<file path="src/rtl/xw_pkg.sv">
package xw_pkg;
  localparam int ADDR_W  = 32;
  localparam int DOM_W   = 4;
  localparam int NUM_DOM = 1 << DOM_W;
  localparam int DAC_W   = 2 * NUM_DOM;
  localparam int AP_W    = 2;

  localparam logic [1:0] L1_FLT = 2'b00;
  localparam logic [1:0] L1_CRS = 2'b01;
  localparam logic [1:0] L1_SEC = 2'b10;
  localparam logic [1:0] L1_FIN = 2'b11;

  localparam logic [1:0] L2_FLT = 2'b00;
  localparam logic [1:0] L2_LRG = 2'b01;
  localparam logic [1:0] L2_SML = 2'b10;
  localparam logic [1:0] L2_TNY = 2'b11;

  localparam logic [1:0] DA_NONE   = 2'b00;
  localparam logic [1:0] DA_CLIENT = 2'b01;
  localparam logic [1:0] DA_RSVD   = 2'b10;
  localparam logic [1:0] DA_MGR    = 2'b11;

  typedef enum logic [1:0] {
    FC_L1_XLAT = 2'b00,
    FC_L2_XLAT = 2'b01,
    FC_DOMAIN  = 2'b10,
    FC_PERM    = 2'b11
  } faultCode_e;

  typedef enum logic [1:0] {
    ST_IDLE,
    ST_L1_FETCH,
    ST_L2_FETCH,
    ST_DONE
  } walkState_e;

  typedef struct packed {
    logic capReq;
    logic capL1;
    logic finishL1;
    logic finishL2;
    logic selL2;
  } walkCtl_t;

  typedef struct packed {
    logic               fault;
    faultCode_e         code;
    logic [ADDR_W-1:0]  pa;
    logic               cacheable;
    logic               bufferable;
    logic [DOM_W-1:0]   dom;
    logic [AP_W-1:0]    ap;
  } walkRes_t;
endpackage

</file>
<file path="src/rtl/xw_access.sv">
module xw_access
  import xw_pkg::*;
(
  input  logic [DOM_W-1:0] dom,
  input  logic [DAC_W-1:0] dac,
  input  logic [AP_W-1:0]  ap,
  input  logic             isUser,
  input  logic             isWrite,
  output logic             domDeny,
  output logic             permDeny
);
  logic [1:0] dacArr [NUM_DOM];
  for (genvar g = 0; g < NUM_DOM; g++) begin : g_dac
    assign dacArr[g] = dac[2*g +: 2];
  end

  logic [1:0] accType;
  logic       permOk;

  assign accType = dacArr[dom];

  always_comb begin
    case (ap)
      2'b00:   permOk = !isUser && !isWrite;
      2'b01:   permOk = !isUser;
      2'b10:   permOk = !isUser || !isWrite;
      default: permOk = 1'b1;
    endcase
  end

  assign domDeny  = (accType == DA_NONE) || (accType == DA_RSVD);
  assign permDeny = (accType == DA_CLIENT) && !permOk;

  always_comb begin
    a_r8_manager_never_denies: assert (!(accType == DA_MGR && (domDeny || permDeny)));
  end
endmodule

</file>
<file path="src/rtl/xw_ctrl.sv">
module xw_ctrl
  import xw_pkg::*;
(
  input  logic     clk,
  input  logic     rst_n,
  input  logic     reqValid,
  input  logic     memAck,
  input  logic     l1NeedsL2,
  output walkCtl_t ctl,
  output logic     busy,
  output logic     memReq,
  output logic     doneValid
);
  walkState_e st, stNext;

  always_ff @(posedge clk) begin
    if (!rst_n) st <= ST_IDLE;
    else        st <= stNext;
  end

  always_comb begin
    ctl    = '0;
    stNext = st;
    case (st)
      ST_IDLE: begin
        if (reqValid) begin
          ctl.capReq = 1'b1;
          stNext     = ST_L1_FETCH;
        end
      end
      ST_L1_FETCH: begin
        if (memAck) begin
          if (l1NeedsL2) begin
            ctl.capL1 = 1'b1;
            stNext    = ST_L2_FETCH;
          end else begin
            ctl.finishL1 = 1'b1;
            stNext       = ST_DONE;
          end
        end
      end
      ST_L2_FETCH: begin
        ctl.selL2 = 1'b1;
        if (memAck) begin
          ctl.finishL2 = 1'b1;
          stNext       = ST_DONE;
        end
      end
      default: stNext = ST_IDLE;
    endcase
  end

  assign busy      = (st != ST_IDLE);
  assign memReq    = (st == ST_L1_FETCH) || (st == ST_L2_FETCH);
  assign doneValid = (st == ST_DONE);

  a_r11_done_one_cycle: assert property (@(posedge clk) disable iff (!rst_n)
    doneValid |=> !doneValid);
  a_r11_idle_after_done: assert property (@(posedge clk) disable iff (!rst_n)
    doneValid |=> !busy);
  a_r1_accept_starts_read: assert property (@(posedge clk) disable iff (!rst_n)
    (!busy && reqValid) |=> (busy && memReq));
  a_r11_done_follows_ack: assert property (@(posedge clk) disable iff (!rst_n)
    $rose(doneValid) |-> $past(memAck));
endmodule

</file>
<file path="src/rtl/xw_dpath.sv">
module xw_dpath
  import xw_pkg::*;
(
  input  logic              clk,
  input  logic              rst_n,
  input  walkCtl_t          ctl,
  input  logic [ADDR_W-1:0] reqVa,
  input  logic              reqUser,
  input  logic              reqWrite,
  input  logic [ADDR_W-1:0] tableBase,
  input  logic [DAC_W-1:0]  domainCtl,
  input  logic [ADDR_W-1:0] memRdata,
  output logic [ADDR_W-1:0] memAddr,
  output logic              l1NeedsL2,
  output walkRes_t          res
);
  logic [ADDR_W-1:0] vaQ;
  logic              userQ, writeQ;
  logic [31:14]      baseQ;
  logic [DAC_W-1:0]  dacQ;
  logic [ADDR_W-1:0] l1Q;
  walkRes_t          resQ;

  always_ff @(posedge clk) begin
    if (!rst_n) begin
      vaQ    <= '0;
      userQ  <= 1'b0;
      writeQ <= 1'b0;
      baseQ  <= '0;
      dacQ   <= '0;
    end else if (ctl.capReq) begin
      vaQ    <= reqVa;
      userQ  <= reqUser;
      writeQ <= reqWrite;
      baseQ  <= tableBase[31:14];
      dacQ   <= domainCtl;
    end
  end

  always_ff @(posedge clk) begin
    if (!rst_n)         l1Q <= '0;
    else if (ctl.capL1) l1Q <= memRdata;
  end

  // Descriptor addresses
  logic [ADDR_W-1:0] l1Addr, l2Addr;
  assign l1Addr = {baseQ, vaQ[31:20], 2'b00};
  assign l2Addr = (l1Q[1:0] == L1_CRS) ? {l1Q[31:10], vaQ[19:12], 2'b00}
                                       : {l1Q[31:12], vaQ[19:10], 2'b00};
  assign memAddr   = ctl.selL2 ? l2Addr : l1Addr;
  assign l1NeedsL2 = (memRdata[1:0] == L1_CRS) || (memRdata[1:0] == L1_FIN);

  // Translation of the descriptor that ends the walk
  logic              xlatFault;
  faultCode_e        xlatCode;
  logic [ADDR_W-1:0] paNext;
  logic              cNext, bNext;
  logic [DOM_W-1:0]  domNext;
  logic [AP_W-1:0]   apNext;

  function automatic logic [AP_W-1:0] pickSub(input logic [ADDR_W-1:0] d, input logic [1:0] q);
    return d[4 + 2*int'(q) +: 2];
  endfunction

  always_comb begin
    xlatFault = 1'b0;
    xlatCode  = FC_L1_XLAT;
    paNext    = '0;
    cNext     = memRdata[3];
    bNext     = memRdata[2];
    domNext   = '0;
    apNext    = '0;
    if (ctl.finishL1) begin
      domNext = memRdata[8:5];
      if (memRdata[1:0] == L1_SEC) begin
        paNext = {memRdata[31:20], vaQ[19:0]};
        apNext = memRdata[11:10];
      end else begin
        xlatFault = 1'b1;
        xlatCode  = FC_L1_XLAT;
      end
    end else begin
      domNext = l1Q[8:5];
      if (l1Q[1:0] == L1_CRS) begin
        case (memRdata[1:0])
          L2_LRG: begin
            paNext = {memRdata[31:16], vaQ[15:0]};
            apNext = pickSub(memRdata, vaQ[15:14]);
          end
          L2_SML: begin
            paNext = {memRdata[31:12], vaQ[11:0]};
            apNext = pickSub(memRdata, vaQ[11:10]);
          end
          default: begin
            xlatFault = 1'b1;
            xlatCode  = FC_L2_XLAT;
          end
        endcase
      end else if (memRdata[1:0] == L2_TNY) begin
        paNext = {memRdata[31:10], vaQ[9:0]};
        apNext = memRdata[5:4];
      end else begin
        xlatFault = 1'b1;
        xlatCode  = FC_L2_XLAT;
      end
    end
  end

  logic domDeny, permDeny;
  xw_access u_acc (
    .dom      (domNext),
    .dac      (dacQ),
    .ap       (apNext),
    .isUser   (userQ),
    .isWrite  (writeQ),
    .domDeny  (domDeny),
    .permDeny (permDeny)
  );

  walkRes_t resNext;
  always_comb begin
    resNext.pa         = paNext;
    resNext.cacheable  = cNext;
    resNext.bufferable = bNext;
    resNext.dom        = domNext;
    resNext.ap         = apNext;
    resNext.fault      = xlatFault || domDeny || permDeny;
    if (xlatFault)    resNext.code = xlatCode;
    else if (domDeny) resNext.code = FC_DOMAIN;
    else              resNext.code = FC_PERM;
  end

  always_ff @(posedge clk) begin
    if (!rst_n)                             resQ <= '0;
    else if (ctl.finishL1 || ctl.finishL2)  resQ <= resNext;
  end
  assign res = resQ;

  logic unusedL1Bits;
  assign unusedL1Bits = ^{l1Q[9], l1Q[4:2]};

  a_r3_single_read_no_l2_fault: assert property (@(posedge clk) disable iff (!rst_n)
    ctl.finishL1 |=> !(res.fault && res.code == FC_L2_XLAT));
  a_r7_l2_never_l1_code: assert property (@(posedge clk) disable iff (!rst_n)
    ctl.finishL2 |=> !(res.fault && res.code == FC_L1_XLAT));
  a_r11_result_held: assert property (@(posedge clk) disable iff (!rst_n)
    !(ctl.finishL1 || ctl.finishL2) |=> $stable(res));
endmodule

</file>
<file path="src/rtl/pt_walker.sv">
module pt_walker
  import xw_pkg::*;
(
  input  logic        clk,
  input  logic        rst_n,
  input  logic        reqValid,
  input  logic [31:0] reqVa,
  input  logic        reqUser,
  input  logic        reqWrite,
  input  logic [31:0] tableBase,
  input  logic [31:0] domainCtl,
  output logic        busy,
  output logic        memReq,
  output logic [31:0] memAddr,
  input  logic        memAck,
  input  logic [31:0] memRdata,
  output logic        doneValid,
  output logic        doneFault,
  output logic [1:0]  faultCode,
  output logic [31:0] physAddr,
  output logic        cacheable,
  output logic        bufferable,
  output logic [3:0]  domainOut,
  output logic [1:0]  apOut
);
  walkCtl_t ctl;
  logic     l1NeedsL2;
  walkRes_t res;

  xw_ctrl u_ctrl (
    .clk       (clk),
    .rst_n     (rst_n),
    .reqValid  (reqValid),
    .memAck    (memAck),
    .l1NeedsL2 (l1NeedsL2),
    .ctl       (ctl),
    .busy      (busy),
    .memReq    (memReq),
    .doneValid (doneValid)
  );

  xw_dpath u_dp (
    .clk       (clk),
    .rst_n     (rst_n),
    .ctl       (ctl),
    .reqVa     (reqVa),
    .reqUser   (reqUser),
    .reqWrite  (reqWrite),
    .tableBase (tableBase),
    .domainCtl (domainCtl),
    .memRdata  (memRdata),
    .memAddr   (memAddr),
    .l1NeedsL2 (l1NeedsL2),
    .res       (res)
  );

  assign doneFault  = res.fault;
  assign faultCode  = res.code;
  assign physAddr   = res.pa;
  assign cacheable  = res.cacheable;
  assign bufferable = res.bufferable;
  assign domainOut  = res.dom;
  assign apOut      = res.ap;

  a_r12_idle_quiet: assert property (@(posedge clk) disable iff (!rst_n)
    !busy |-> (!memReq && !doneValid));
  a_r2_addr_aligned: assert property (@(posedge clk) disable iff (!rst_n)
    memReq |-> (memAddr[1:0] == 2'b00));
  a_r2_addr_held: assert property (@(posedge clk) disable iff (!rst_n)
    (memReq && !memAck) |=> (memReq && $stable(memAddr)));
  a_r2_first_read_base: assert property (@(posedge clk) disable iff (!rst_n)
    (!busy && reqValid) |=> (memAddr[31:14] == $past(tableBase[31:14])));
endmodule

</file>
<file path="config.mk">
export PLATFORM = sky130hd
export DESIGN_NAME = pt_walker
export DESIGN_NICKNAME = d
export VERILOG_FILES = /design/src/rtl/xw_pkg.sv /design/src/rtl/xw_access.sv /design/src/rtl/xw_ctrl.sv /design/src/rtl/xw_dpath.sv /design/src/rtl/pt_walker.sv
export SDC_FILE = /design/constraint.sdc
export NUM_CORES = 1
export LEC_CHECK = 0
export BUFFER_PORTS_ARGS = -buffer_cell sky130_fd_sc_hd__buf_2
export CORE_UTILIZATION = 46
export DETAILED_ROUTE_END_ITERATION = 8
export PLACE_DENSITY = 0.76
export SYNTH_ARGS = -nofsm -noshare
export SYNTH_HDL_FRONTEND = slang
export SYNTH_HIERARCHICAL = 1
export SYNTH_SLANG_ARGS = --single-unit
</file>
<file path="constraint.sdc">
create_clock -name clk -period 2.9 [get_ports clk]
set_clock_uncertainty 0.2 [all_clocks]
set_input_delay 0.145 -clock clk [delete_from_list [all_inputs] [get_ports clk]]
set_output_delay 0.145 -clock clk [all_outputs]
set_load 0.05 [all_outputs]
</file>
======== Word level (Yosys, flattened, before mapping) ========
Cells that the tools add are included.
storage, ports and cells
  register bits after elaboration ......... 161
  input bits .............................. 134
  output and inout bits ................... 78
  logic and storage cells ................. 93
operators by class
  $add $sub $neg .......................... 2
  order comparisons ....................... 1
  equality and inequality tests ........... 14
  shift-type cells ........................ 2
  muxes and demuxes ....................... 41
  bitwise gates (word level) .............. 1
  reduce and logical (&&, ||, !) cells .... 18
operators with widths
  kind                                                      number
  2-to-1 mux 32 bit                                         5
  one-hot mux 32 bit (2 select lines)                       1
  variable part select 32 x 32 -> 2 bit                     2
  2-to-1 mux 2 bit                                          15
  2-to-1 mux 1 bit                                          14
  equality test 2 bit, second input constant                6
  2-to-1 mux 12 bit                                         1
  equality test 2 x 1 -> 1 bit, second input constant       5
  adder 3 x 3 -> 4 bit, first input constant                2
  binary-select mux 2 bit (select 4 bit)                    1
  logical OR 1 bit                                          7
  logical NOT 2 bit                                         3
  inequality test 2 bit, second input constant              3
  one-hot mux 2 bit (3 select lines)                        1
  greater-or-equal comparator 5 bit, second input constant  1
  NOT 4 -> 5 bit                                            1
  2-to-1 mux 4 bit                                          1
  one-hot mux 2 bit (2 select lines)                        1
  logical NOT 1 bit                                         3
  one-hot mux 1 bit (3 select lines)                        1
  AND reduction 3 bit                                       1
  logical AND 1 bit                                         2
  nonzero test 2 bit                                        1
  OR reduction 2 bit                                        1

======== Longest topological paths before layout ========
  depth after elaboration ................. 14
  mapped depth ............................ 16

======== By module ========
Netlist, hierarchy kept.
by module, submodules not included
  module     times used  cells each  area each (µm²)  sequential area each (µm²)
  xw_dpath   1           630         6,219.7          3,103.0
  xw_access  1           27          347.8            0.0
  xw_ctrl    1           26          220.2            40.0

======== Worst setup path before layout ========
No wires, ideal clock.
  path kind ............................... register -> register
  start point ............................. register u_ctrl.st[1]
  end point ............................... register u_dp.resQ, in the netlist u_dp/res[42]
  setup time .............................. 70 ps
  data arrival time ....................... 2,811 ps
  required time ........................... 2,630 ps
  path slack .............................. -181 ps
  cell stages (with the launch flop) ...... 17
  clock period less this slack ............ 3,081 ps
  cell sequence ........................... dfxtp_1 inv_1 ha_1 nand2_1 nor2_1 buf_2 and2_1 clkbuf_1 a22o_1 a21oi_1 nor2_1 nand2b_1 maj3_1 a311o_2 nor4_2 nor2_1 a21oi_1
RTL lines
  element                 line             source
  start, declared         xw_ctrl.sv:14    walkState_e st, stNext;
  start signal, assigned  xw_ctrl.sv:18    else st <= stNext;
  end signal, assigned    xw_dpath.sv:135  else if (ctl.finishL1 || ctl.finishL2) resQ <= resNext;
  end, declared           xw_dpath.sv:22   walkRes_t resQ;

==> impl_metrics.toml <==
[timing]
final-setup-viol-count = 0
slew_viol_final = 0
worst_pin_slew_ns = 1.09
clock.fmax_mhz = 357
hold_viol = 0
relSlewSlack = 0.268
fin_crit_ns = 2.80
final.setup.tns_ns = 0
hold_slack_ns = 0.0183
period_share = 0.967
rsz0062_at_grt = "true"

[setup_path]
crit_fanout = 5
path_cells = "inv_4 -> ha_4 -> nand2_2 -> nor2_2 -> buf_6 -> and2_4 -> a22o_1 -> a21oi_2 -> nor2_1 -> nand2b_1 -> maj3_2 -> a311o_2 -> nor4_2 -> nor2_1 -> a21oi_1"
endpoint_kind = "flip-flop"
rrSetupSlack_ns = 0.1
crit_slowest_cell = "dfxtp_4"
slowest_delay_ns = 0.35
critPathRequiredTime_ns = 3.06
critPathTopFamily = "compound AO/OA/AOI/OAI gates"
cp-start-kind = "flip-flop"
crit_top_cell = "nor2_1"
critical_path_buf_inv_count = 2
crit_type = "flip-flop to flip-flop"
critical_path_arrival_ns = 2.96
r2r.worst_path.cells = 15
startpoint = "u_ctrl/st[1]"
reg2reg_from = "u_ctrl/st[1]"
reg2reg_to = "u_dp/res[42]"

[logic_synthesis]
async_flop_share = 0
ys.flop_type = "dfxtp_1"
synth_seq_cells = 157
synth_edf_count = 0
netlist_area_um2 = 6790
synth_area_per_cell_um2 = 9.94
postSynthCellCount = 683
ys.warnings.count = 6
ys_types = 52
ys_seq_area_frac = 0.463

[floorplan]
die_area_um2 = 15200
io_pins = 212
start_util = 0.469
fp.dieH_um = 123
core_um2 = 14500
std_cell_rows = 44
die_w_um = 123

[cts]
clock_sinks = 157
worstSkewPairLatency_ns = 0.42
clk_path_buf_depth = 2
clockRootBuffer = "clkbuf_16"
htreeDepth = 4
tritoncts = "done"
cts_buffers = 17
clkTransAtPathRegs_ns = 0.06

[power_and_ir_drop]
total_power_mw = 8.18
p_per_area_nw_per_um2 = 828
leakagePower_nw = 4.45
vdd_drop_max_uv = 488

[min_path]
hold_path.class = "input pin to flip-flop"
min-delay-start = "rst_n"
hold_path_end = "u_dp/res[26]"
hold_depth = 4

[cells_and_area]
area_growth_pct = 45.6
final_core_util = 0.683
layout.nets = 1148
n_fill_cell = 1129
final_layout_size_suffix_gt1_frac = 0.323
final_area_um2 = 9880
n_antenna_cell = 0

[grt]
grt-ovfl-total = 0
antenna_found_initial = 0
gr-usage-all-layers = 0.264
grt_max_degree = 68
grt_pass1_vias = 6039
grt_pass1_wl_um = 30300

[drt]
finalWirelength_um = 20100
wl_per_cell_um = 16.7
drc = 0
dr.pass1.iters = 4
drtAntennaViolNets = 0
first_iter_violations = 468
avgViaCountPerCell = 5.19
vias = 6229

[placement]
place.gp.congestion = 0.870
port_buffers = 195
dp_hpwl_um = 12900
placed_cell_area_um2 = 8080

[job]
drv_cap = 0

[status]
status = "complete, no violations"
how the worst max path moves through the flow:
stage	endpoint	cells after the start
floorplan	u_dp/res[42]	16
finish	u_dp/res[42]	15
global placement	u_dp/res[42]	12
global route	u_dp/res[42]	16
detailed placement	u_dp/res[42]	15
CTS	u_dp/res[42]	15
final cells by class:
class | count | area [um^2] | area share
well taps | 184 | 230 | 0.0233
clock inverters | 12 | 109 | 0.0110
inverters | 10 | 42.5 | 0.00430
flip-flops and latches | 157 | 3150 | 0.318
clock buffers | 20 | 467 | 0.0472
repair buffers | 353 | 2490 | 0.252
multi-input cells | 465 | 3400 | 0.344
placed cells by master (no fill, tap or decap), types with 8 or more instances in the layout:
cell type      netlist  layout
a21oi_1             19      17
a22o_1              23      23
a31oi_1             11      11
buf_2               14     196
buf_4                3      37
clkbuf_16            0      17
dfxtp_1            157     156
dlygate4sd3_1        0     116
ha_1                10       8
mux2_2              26      26
mux2i_1            118     118
nand2_1             38      36
nor2_1             144     142
o21ai_0             13      13
tightest hold or removal path, delay by kind of cell:
kind / cells / cell delay, ns
and+or+nand+nor: 1 / 0.04
AOI/OAI and AO/OA: 1 / 0.08
buffers and inverters: 2 / 0.32
sequential cells by signal (all words and copies together), names as in the netlist:
name / cells
u_ctrl/st: 2
u_dp/userQ: 1
u_dp/l1Q: 28
u_dp/res: 43
u_dp/writeQ: 1
u_dp/vaQ: 32
u_dp/baseQ: 18
u_dp/dacQ: 32
logic make-up after synthesis:
group	after synthesis	synth area share
AO/OA/AOI/OAI	88	0.0935
AND/OR/NAND/NOR	210	0.129
flip-flops	157	0.463
adder cells (fa/ha/maj)	11	0.0199
buffers and inverters	62	0.0441
multiplexers	154	0.250
other	1	0.000552
power breakdown:
group	switching [mW]	total [mW]	internal (mW)
combinational	2.07	3.29	1.22
sequential	0.220	2.73	2.51
clock	0.918	2.17	1.25
total	3.21	8.18	4.98
synthesized netlist by cell type, drive strengths merged (9+ instances only):
cell type	instances	share of area
ha	10	0.018
o21ai	14	0.010
mux2	27	0.045
clkbuf	24	0.013
a31oi	11	0.010
buf	28	0.025
nor2	144	0.080
mux2i	119	0.18
a22o	23	0.030
inv	9	0.0050
nand2	38	0.021
a21oi	20	0.015
dfxtp	157	0.46
stage by stage:
step           cells  setup slack (ns)
6_report        1201            0.0950
5_1_grt         1201           -0.0483
4_1_cts         1196           0.00139
3_5_place_dp    1047            -0.223
3_3_place_gp    1047            -0.195
2_1_floorplan    684            0.0300
routing by layer:
layer / track usage / vias to the layer above / share of wire
li1: - / 3009 / -
met1: 0.319 / 2951 / 0.42
met2: 0.445 / 230 / 0.49
met3: 0.0623 / 39 / 0.060
met4: 0.120 / 0 / 0.027
met5: 0 / - / 0
repair_timing:
action / 4_1_cts / 5_1_grt
setup buffers: 1 / 4
setup endpoints to repair: 1 / 2
gates resized for setup: 0 / 8
cloned: 0 / 1
hold endpoints to repair: 137 / 0
pin swaps: 2 / 4
hold buffers: 116 / 0
Power figures use the tool's default switching activity.
